<file path="src/rtl/ack_pkg.sv">
package ack_pkg;
  typedef enum logic [1:0] {
    ST_IDLE = 2'd0,
    ST_WAIT = 2'd1,
    ST_LOW  = 2'd2,
    ST_SPD  = 2'd3
  } ack_st_e;

  localparam logic [1:0] CLS_READ  = 2'b00;
  localparam logic [1:0] CLS_WRITE = 2'b01;
  localparam logic [1:0] CLS_CTRL  = 2'b10;
endpackage

</file>
<file path="src/rtl/ack_gap_timer.sv">
module ack_gap_timer #(
  parameter int GAP_TICKS = 32
) (
  input  logic clk_i,
  input  logic rst_ni,
  input  logic clear_i,
  input  logic run_i,
  input  logic tick_i,
  output logic gap_hit_o
);
  localparam int CW = $clog2(GAP_TICKS + 1);

  logic [CW-1:0] cnt_q;

  // saturating tick count since the accepted command end
  always_ff @(posedge clk_i or negedge rst_ni) begin
    if (!rst_ni) begin
      cnt_q <= '0;
    end else if (clear_i) begin
      cnt_q <= '0;
    end else if (run_i && tick_i && cnt_q != CW'(GAP_TICKS)) begin
      cnt_q <= cnt_q + 1'b1;
    end
  end

  // true on a tick that reaches or lies beyond the minimum gap
  assign gap_hit_o = run_i && tick_i && (cnt_q >= CW'(GAP_TICKS - 1));
endmodule

</file>
<file path="src/rtl/ack_pulse_shaper.sv">
module ack_pulse_shaper #(
  parameter int LOW_TICKS = 16,
  parameter int SPD_TICKS = 1
) (
  input  logic clk_i,
  input  logic rst_ni,
  input  logic tick_i,
  input  logic drive_low_i,
  input  logic drive_spd_i,
  output logic low_last_o,
  output logic spd_last_o,
  output logic pin_oe_o,
  output logic pin_do_o
);
  localparam int MAXT = (LOW_TICKS > SPD_TICKS) ? LOW_TICKS : SPD_TICKS;
  localparam int CW   = $clog2(MAXT + 1);

  logic [CW-1:0] cnt_q;
  logic          active;

  assign active     = drive_low_i | drive_spd_i;
  assign low_last_o = drive_low_i && tick_i && (cnt_q == CW'(LOW_TICKS - 1));

  generate
    if (SPD_TICKS > 0) begin : g_spd
      assign spd_last_o = drive_spd_i && tick_i && (cnt_q == CW'(SPD_TICKS - 1));
    end else begin : g_nospd
      assign spd_last_o = 1'b0;
    end
  endgenerate

  // per-phase tick counter, restarts at each phase boundary
  always_ff @(posedge clk_i or negedge rst_ni) begin
    if (!rst_ni) begin
      cnt_q <= '0;
    end else if (!active || low_last_o || spd_last_o) begin
      cnt_q <= '0;
    end else if (tick_i) begin
      cnt_q <= cnt_q + 1'b1;
    end
  end

  assign pin_oe_o = active;
  assign pin_do_o = drive_spd_i;
endmodule

</file>
<file path="src/rtl/ack_seq.sv">
module ack_seq
  import ack_pkg::*;
#(
  parameter int SPD_TICKS = 1
) (
  input  logic       clk_i,
  input  logic       rst_ni,
  input  logic       cmd_end_i,
  input  logic [1:0] cmd_class_i,
  input  logic       exec_done_i,
  input  logic       stop_i,
  input  logic       gap_hit_i,
  input  logic       low_last_i,
  input  logic       spd_last_i,
  output logic       gap_clear_o,
  output logic       gap_run_o,
  output logic       drive_low_o,
  output logic       drive_spd_o,
  output logic       busy_o,
  output logic       rd_data_phase_o,
  output logic       ack_done_o
);
  localparam bit HAS_SPD = (SPD_TICKS > 0);

  ack_st_e    st_q, st_d;
  logic       done_q;
  logic [1:0] cls_q;
  logic       rd_q;
  logic       ack_q;
  logic       accept, cancel, done_now, start, release_p;

  assign accept    = (st_q == ST_IDLE) && cmd_end_i;
  // stop only drops a command whose execution has not been seen
  assign cancel    = (st_q == ST_WAIT) && stop_i && !done_q;
  assign done_now  = done_q | exec_done_i;
  assign start     = (st_q == ST_WAIT) && !cancel && gap_hit_i && done_now;
  assign release_p = ((st_q == ST_SPD) && spd_last_i) ||
                     (!HAS_SPD && (st_q == ST_LOW) && low_last_i);

  always_comb begin
    st_d = st_q;
    unique case (st_q)
      ST_IDLE: if (cmd_end_i) st_d = ST_WAIT;
      ST_WAIT: begin
        if (cancel)     st_d = ST_IDLE;
        else if (start) st_d = ST_LOW;
      end
      ST_LOW:  if (low_last_i) st_d = HAS_SPD ? ST_SPD : ST_IDLE;
      ST_SPD:  if (spd_last_i) st_d = ST_IDLE;
      default: st_d = ST_IDLE;
    endcase
  end

  always_ff @(posedge clk_i or negedge rst_ni) begin
    if (!rst_ni) begin
      st_q   <= ST_IDLE;
      done_q <= 1'b0;
      cls_q  <= CLS_WRITE;
      rd_q   <= 1'b0;
      ack_q  <= 1'b0;
    end else begin
      st_q  <= st_d;
      ack_q <= release_p;
      if (accept) begin
        cls_q  <= cmd_class_i;
        done_q <= 1'b0;
      end else if (st_q == ST_WAIT) begin
        done_q <= cancel ? 1'b0 : done_now;
      end
      if (release_p)   rd_q <= (cls_q == CLS_READ);
      else if (accept) rd_q <= 1'b0;
    end
  end

  assign gap_clear_o     = accept;
  assign gap_run_o       = (st_q == ST_WAIT);
  assign drive_low_o     = (st_q == ST_LOW);
  assign drive_spd_o     = (st_q == ST_SPD);
  assign busy_o          = (st_q != ST_IDLE);
  assign rd_data_phase_o = rd_q;
  assign ack_done_o      = ack_q;
endmodule

</file>
<file path="src/rtl/ack_pulse_gen.sv">
module ack_pulse_gen #(
  parameter int LOW_TICKS = 16,
  parameter int GAP_TICKS = 32,
  parameter int SPD_TICKS = 1
) (
  input  logic       clk_i,
  input  logic       rst_ni,
  input  logic       tick_i,
  input  logic       cmd_end_i,
  input  logic [1:0] cmd_class_i,
  input  logic       exec_done_i,
  input  logic       stop_i,
  output logic       pin_oe_o,
  output logic       pin_do_o,
  output logic       busy_o,
  output logic       rd_data_phase_o,
  output logic       ack_done_o
);
  logic gap_clear, gap_run, gap_hit;
  logic drive_low, drive_spd, low_last, spd_last;

  ack_gap_timer #(
    .GAP_TICKS(GAP_TICKS)
  ) u_gap (
    .clk_i    (clk_i),
    .rst_ni   (rst_ni),
    .clear_i  (gap_clear),
    .run_i    (gap_run),
    .tick_i   (tick_i),
    .gap_hit_o(gap_hit)
  );

  ack_seq #(
    .SPD_TICKS(SPD_TICKS)
  ) u_seq (
    .clk_i          (clk_i),
    .rst_ni         (rst_ni),
    .cmd_end_i      (cmd_end_i),
    .cmd_class_i    (cmd_class_i),
    .exec_done_i    (exec_done_i),
    .stop_i         (stop_i),
    .gap_hit_i      (gap_hit),
    .low_last_i     (low_last),
    .spd_last_i     (spd_last),
    .gap_clear_o    (gap_clear),
    .gap_run_o      (gap_run),
    .drive_low_o    (drive_low),
    .drive_spd_o    (drive_spd),
    .busy_o         (busy_o),
    .rd_data_phase_o(rd_data_phase_o),
    .ack_done_o     (ack_done_o)
  );

  ack_pulse_shaper #(
    .LOW_TICKS(LOW_TICKS),
    .SPD_TICKS(SPD_TICKS)
  ) u_shaper (
    .clk_i      (clk_i),
    .rst_ni     (rst_ni),
    .tick_i     (tick_i),
    .drive_low_i(drive_low),
    .drive_spd_i(drive_spd),
    .low_last_o (low_last),
    .spd_last_o (spd_last),
    .pin_oe_o   (pin_oe_o),
    .pin_do_o   (pin_do_o)
  );
endmodule

</file>
<file path="config.mk">
export PLATFORM = sky130hd
export DESIGN_NAME = ack_pulse_gen
export DESIGN_NICKNAME = d
export VERILOG_FILES = /design/src/rtl/ack_pkg.sv /design/src/rtl/ack_gap_timer.sv /design/src/rtl/ack_pulse_shaper.sv /design/src/rtl/ack_seq.sv /design/src/rtl/ack_pulse_gen.sv
export SDC_FILE = /design/constraint.sdc
export NUM_CORES = 1
export LEC_CHECK = 0
export ABC_AREA = 1
export BUFFER_PORTS_ARGS = -buffer_cell sky130_fd_sc_hd__buf_2
export CAP_MARGIN = 25
export CORE_MARGIN = 5
export CORE_UTILIZATION = 35
export CTS_BUF_LIST = sky130_fd_sc_hd__clkbuf_4 sky130_fd_sc_hd__clkbuf_8
export CTS_CLUSTER_DIAMETER = 60
export DETAILED_ROUTE_END_ITERATION = 8
export GPL_ROUTABILITY_DRIVEN = 1
export SLEW_MARGIN = 30
export SYNTH_ARGS = -nofsm -noshare
export SYNTH_HDL_FRONTEND = slang
export SYNTH_SLANG_ARGS = --single-unit
</file>
<file path="constraint.sdc">
create_clock -name clk_i -period 3 [get_ports clk_i]
set_input_delay 0.15 -clock clk_i [delete_from_list [all_inputs] [get_ports clk_i]]
set_output_delay 0.15 -clock clk_i [all_outputs]
set_load 0.005 [all_outputs]
</file>
==> impl_metrics.json, run 1 <==
{
  "outcome": "finished, final reports clean",
  "viasPerCell": 4.851,
  "synth_cell_type_count": 30,
  "placementRows": 19,
  "syn_avg_cell_area_um2": 8.182,
  "cts_resized": 0,
  "detail-route-antenna-nets": 0,
  "antenna_cells": 0,
  "crit_required_ns": 3.17,
  "critPathSlowestCell": "dfrtp_1",
  "drv_cap": 0,
  "fmax_ghz": 0.6346,
  "async_reset_ff_share_pct": 100.0,
  "placed_cell_area_um2": 1126,
  "hold_violations": 0,
  "yosysWarnings": 0,
  "post_drt_wl_per_cell_um": 11.45,
  "finalMaxSlewViolations": 0,
  "worstPathCellList": "ha_1, nand2_1, nor2_1, ha_1, nand2_1, o211ai_1, a21oi_1",
  "start_util_pct": 37.33,
  "drt_iter0_markers": 112,
  "finalNetCount": 157,
  "grt_max_degree": 19,
  "wirelength_um": 1992,
  "num_vias": 844,
  "hold_path.class": "in2reg",
  "synth_fp_nets": 141,
  "synthesis.area_um2": 1047,
  "ys_seq_area_share_pct": 43.13,
  "die_y_um": 64.70,
  "dieArea_um2": 4186,
  "tightest_slew_ns": 0.4461,
  "fin_skew_ns": 0.001612,
  "cts_sinks": 18,
  "powerDensity_nw_per_um2": 764.6,
  "crit_arrival_ns": 1.74,
  "leakagePower_nw": 0.5791,
  "drt_first_pass_iters": 4,
  "peakVddDrop_mv": 0.3062,
  "fillers": 306,
  "pin_count": 13,
  "clk_pin_slew_ns": 0.11,
  "final_util_pct": 41.79,
  "htree_levels": 1,
  "worst-setup-path-type": "reg2reg",
  "postCtsSetupBuffers": 0,
  "cp-end-kind": "flip-flop",
  "die_width_um": 64.70,
  "final_area_um2": 1172,
  "cts_buffer_depth": 2,
  "ys.flop_type": "dfrtp_1",
  "final_common_cell": "nand2_1",
  "cts_root_buffer": "clkbuf_4",
  "track_usage_pct": 10.92,
  "place.gp.congestion": 0.7528,
  "synth_edf_count": 0,
  "synthToLayoutAreaGrowth_pct": 11.95,
  "clk_latency_ns": 0.29,
  "crit_fanout": 5,
  "grt_pass1_wl_um": 3650,
  "slew_headroom_pct": 70.13,
  "grt_pass1_vias": 844,
  "max_stage_delay_ns": 0.41,
  "antenna_found_initial": 0,
  "syn-instance-count": 128,
  "worstSetupStartpointType": "flip-flop",
  "numCtsBuffers": 3,
  "final_cell_mix": "nand2_1 (29), dfrtp_1 (17), inv_1 (16)",
  "overflow": 0,
  "fin_crit_ns": 1.576,
  "min_period_over_period_pct": 52.52,
  "layout-drive-gt1-share_pct": 23.08,
  "dp_hpwl_um": 1541,
  "cts_tree": "yes",
  "drcViolationCount": 0,
  "ys_ff_latch": 18,
  "grt_setup_unrepaired": "false",
  "port_buffers": 12,
  "coreArea_um2": 2805,
  "final.hold.worst_slack_ns": 0.08317,
  "setup_viol": 0,
  "fin_tns_setup_ns": 0
}
[worst paths after layout]
path                       cells past startpoint  slack, ns               from                     to
max                                            7       1.42  u_shaper.cnt_q[0]      u_shaper.cnt_q[4]
min                                            2       0.08     cmd_class_i[1]         u_seq.cls_q[1]
max reg2reg                                    7       1.42  u_shaper.cnt_q[0]      u_shaper.cnt_q[4]
min reg2reg                                    1       0.46     u_seq.cls_q[1]  u_seq.rd_data_phase_o
max in group asynchronous                      2       2.38             rst_ni         u_seq.cls_q[0]
min in group asynchronous                      2       0.30             rst_ni      u_shaper.cnt_q[2]
[worst max-delay path, delay by kind of cell, from the launching register on]
family | cells | cell delay [ns]
flops | 1 | 0.41
fa+ha+maj | 2 | 0.35
compound gates | 2 | 0.47
simple gates | 3 | 0.22
[report_power, final]
| group | internal (W) | total, W | switching [W] |
|---|---|---|---|
| combinational | 0.000141 | 0.000368 | 0.000227 |
| sequential | 0.000312 | 0.000376 | 0.0000638 |
| clock | 0.0000740 | 0.000152 | 0.0000783 |
| total | 0.000527 | 0.000896 | 0.000369 |
[final cells by class]
type	instances	area [um2]	share of cell area (%)
multi-input combinational	89	501.7	42.80
clock buffer	4	36.28	3.095
inverter	19	73.82	6.297
tap	31	38.79	3.308
timing repair buffer	13	70.07	5.977
sequential	18	451.7	38.53
[per-layer routing]
layer  share of wire [%]  track usage [%]
met4                0.65            2.375
met3                 5.8            4.145
met5                   0                0
met1                  46            13.48
met2                  47            18.14
[Yosys cell counts (2+ instances only)]
library cell   n  area share, %
a21oi_1        3            1.4
o21ai_0        4            1.9
o211ai_1       2            1.4
nand2_1       29             10
nand2_2        2            1.2
ha_1           5            6.0
mux2_2         2            2.2
nand3_1       13            6.2
o21ai_2        2            1.7
a21oi_2        2            1.7
nor2_2         2            1.2
dfrtp_1       17             41
xor2_1         2            1.7
inv_1         16            5.7
nor2_1        11            3.9
inv_2          2           0.72
[repair_timing]
item                       CTS  global route
setup endpoints to repair    0             0
hold endpoints to repair    17             0
hold buffers                 1             0
[state kept, by name (all words and copies together) (netlist names), named ones only]
name                   count
u_gap.cnt_q                6
u_shaper.cnt_q             5
u_seq.cls_q                2
u_seq.ack_done_o           1
u_seq.done_q               1
u_seq.rd_data_phase_o      1
u_seq.st_q                 1
[through the flow]
step,cells,total power (W),setup slack (ns)
after floorplan,128,0.0006490,1.566
after global placement,169,0.0007345,1.500
after detailed placement,169,0.0007507,1.441
after CTS,174,0.0009066,1.415
after global routing,174,0.0009819,1.243
final,174,0.0008963,1.424
[cells by family after synthesis]
logic type	Yosys count	share of synthesized area [%]
xor+xnor	3	2.509
buf+inv	21	8.962
fa+ha+maj	5	5.974
mux	2	2.150
flops	18	43.13
compound gates	16	9.916
simple gates	63	27.36
Note: power is estimated with default switching activity, not from simulation.
==> inputs of run 2 (changes only) <==
Clock period 3 ns to 1.3 ns, I/O delays scaled along.
==> run 2 against run 1 <==
Net effect:
- the flow now finishes with violations (setup timing)
- power grew to 2.8 times the previous value
- non-clock buffer count is 23 higher
- first-iteration DRC count is 56% lower
- flip-flop and latch count stayed put
- largest cell class unchanged
- highest routed layer unchanged
==> impl_metrics.json, run 2 (synthesized netlist as in run 1, its figures left out) <==
{
  "final_cell_mix": "nand2_1 (26), buf_4 (19), dfrtp_1 (17)",
  "fin_skew_ns": 0.009249,
  "detail-route-antenna-nets": 0,
  "drt_iter0_markers": 49,
  "leakagePower_nw": 0.7060,
  "slew_headroom_pct": 71.92,
  "crit_family": "buffers and inverters",
  "crit_cells": 10,
  "crit_fanout": 5,
  "coreArea_um2": 2805,
  "die_y_um": 64.70,
  "hold_violations": 0,
  "worstSetupStartpointType": "flip-flop",
  "hold_path.class": "in2reg",
  "largest_register_ffs": 6,
  "rr_worst_depth": 10,
  "critPathBufInv": 4,
  "fin_crit_ns": 1.483,
  "port_buffers": 12,
  "crit_arrival_ns": 1.69,
  "setup_viol": 8,
  "grt_pass1_wl_um": 3967,
  "worstHoldPathCells": 2,
  "path_common_cell": "buf_4",
  "crit_required_ns": 1.50,
  "die_width_um": 64.70,
  "worstPathCellList": "buf_4, buf_6, inv_4, ha_4, nand2_2, nor2_4, nand2_4, o211ai_1, buf_4, nor3_2",
  "final.hold.worst_slack_ns": 0.007487,
  "placementRows": 19,
  "place.gp.congestion": 0.7455,
  "peakVddDrop_mv": 0.8577,
  "violations": "setup timing",
  "finalMaxSlewViolations": 0,
  "grt_max_degree": 19,
  "post_drt_wl_per_cell_um": 12.03,
  "antenna_cells": 0,
  "start_util_pct": 37.33,
  "critPathSlowestCell": "dfrtp_1",
  "htree_levels": 1,
  "viasPerCell": 4.832,
  "cts_sinks": 18,
  "cp-end-kind": "flip-flop",
  "fin_cells": 197,
  "drt_first_pass_iters": 4,
  "place_inst": 183,
  "track_usage_pct": 11.94,
  "finalNetCount": 180,
  "powerDensity_nw_per_um2": 1714,
  "cts_tree": "yes",
  "grt_setup_unrepaired": "true",
  "grt_pass1_vias": 921,
  "regMostFlops": "u_gap.cnt_q",
  "dieArea_um2": 4186,
  "outcome": "complete, but fails checks",
  "worst-setup-path-type": "reg2reg",
  "clk_pin_slew_ns": 0.11,
  "antenna_found_initial": 0,
  "min_period_over_period_pct": 114.1,
  "final_common_cell": "nand2_1",
  "tightest_slew_ns": 0.4212,
  "overflow": 0,
  "top_regs": "u_gap.cnt_q x6, u_shaper.cnt_q x5, u_seq.cls_q x2",
  "cts_root_buffer": "clkbuf_4",
  "setup_ws_ns": -0.1828,
  "fmax_ghz": 0.6744,
  "drv_cap": 0,
  "drcViolationCount": 0,
  "dp_hpwl_um": 1717,
  "max_stage_delay_ns": 0.40,
  "clk_latency_ns": 0.30,
  "synthToLayoutAreaGrowth_pct": 37.40,
  "num_vias": 952,
  "layout-drive-gt1-share_pct": 45.18,
  "wirelength_um": 2370,
  "numCtsBuffers": 3,
  "cts_buffer_depth": 2,
  "pin_count": 13
}
==> run 2: timing repair <==
item                       4_1_cts  5_1_grt
setup endpoints to repair        7       15
hold endpoints to repair        18        1
gates resized for setup          7       19
hold buffers                     2        1
buffers inserted                 4        3
pin swaps                        5        4
==> run 2: worst register-to-register path: cells and delay by family, from the launching register on <==
kind	cells	cell delay, ns
buffers and inverters	4	0.49
DFF	1	0.40
and+or+nand+nor	4	0.28
adders and majority gates	1	0.12
AOI/OAI and AO/OA	1	0.09
==> run 2: stage by stage <==
step                      worst slack, ns  TNS (ns)  total power, W  utilization, %  instance area (um2)
final                             -0.1828    -1.320        0.002466           51.29                 1439
after CTS                         -0.1523   -0.7853        0.002373           47.86                 1343
after detailed placement          -0.1722   -0.6837        0.001947           44.07                 1236
after global placement           -0.08469   -0.3999        0.001900           44.07                 1236
after global routing              -0.2942    -2.278        0.002652           51.29                 1439
after floorplan                  -0.05143   -0.2735        0.001501               -                 1052
==> run 2: final timing paths <==
check                             startpoint                    end  slack [ns]
setup / recovery           u_shaper.cnt_q[1]      u_shaper.cnt_q[0]       -0.18
hold / removal                cmd_class_i[1]         u_seq.cls_q[1]       0.007
setup reg to reg           u_shaper.cnt_q[1]      u_shaper.cnt_q[0]       -0.18
hold reg to reg               u_seq.cls_q[1]  u_seq.rd_data_phase_o        0.49
max in group asynchronous             rst_ni         u_seq.cls_q[0]        0.74
min in group asynchronous             rst_ni      u_shaper.cnt_q[2]        0.22
==> run 2: final cells by class <==
type	count	area, um2
Fill cell	251	1366
Inverter	19	76.32
Tap cell	31	38.79
Clock buffer	4	36.28
Timing Repair Buffer	36	255.2
Sequential cell	18	451.7
Multi-Input combinational cell	89	580.6
==> run 2: where the power goes <==
group / switching, W / internal (W)
combinational: 0.000670 / 0.000587
sequential: 0.000132 / 0.000721
clock: 0.000186 / 0.000171
total: 0.000987 / 0.00148
==> run 2: metal layers <==
metal / vias to the layer above / wire length [um] / global-route usage, %
li1: 485 / - / -
met1: 450 / 1071 / 14.65
met4: 0 / 17 / 5.541
met5: - / 0 / 0
met3: 2 / 88 / 2.245
met2: 15 / 1194 / 20.18
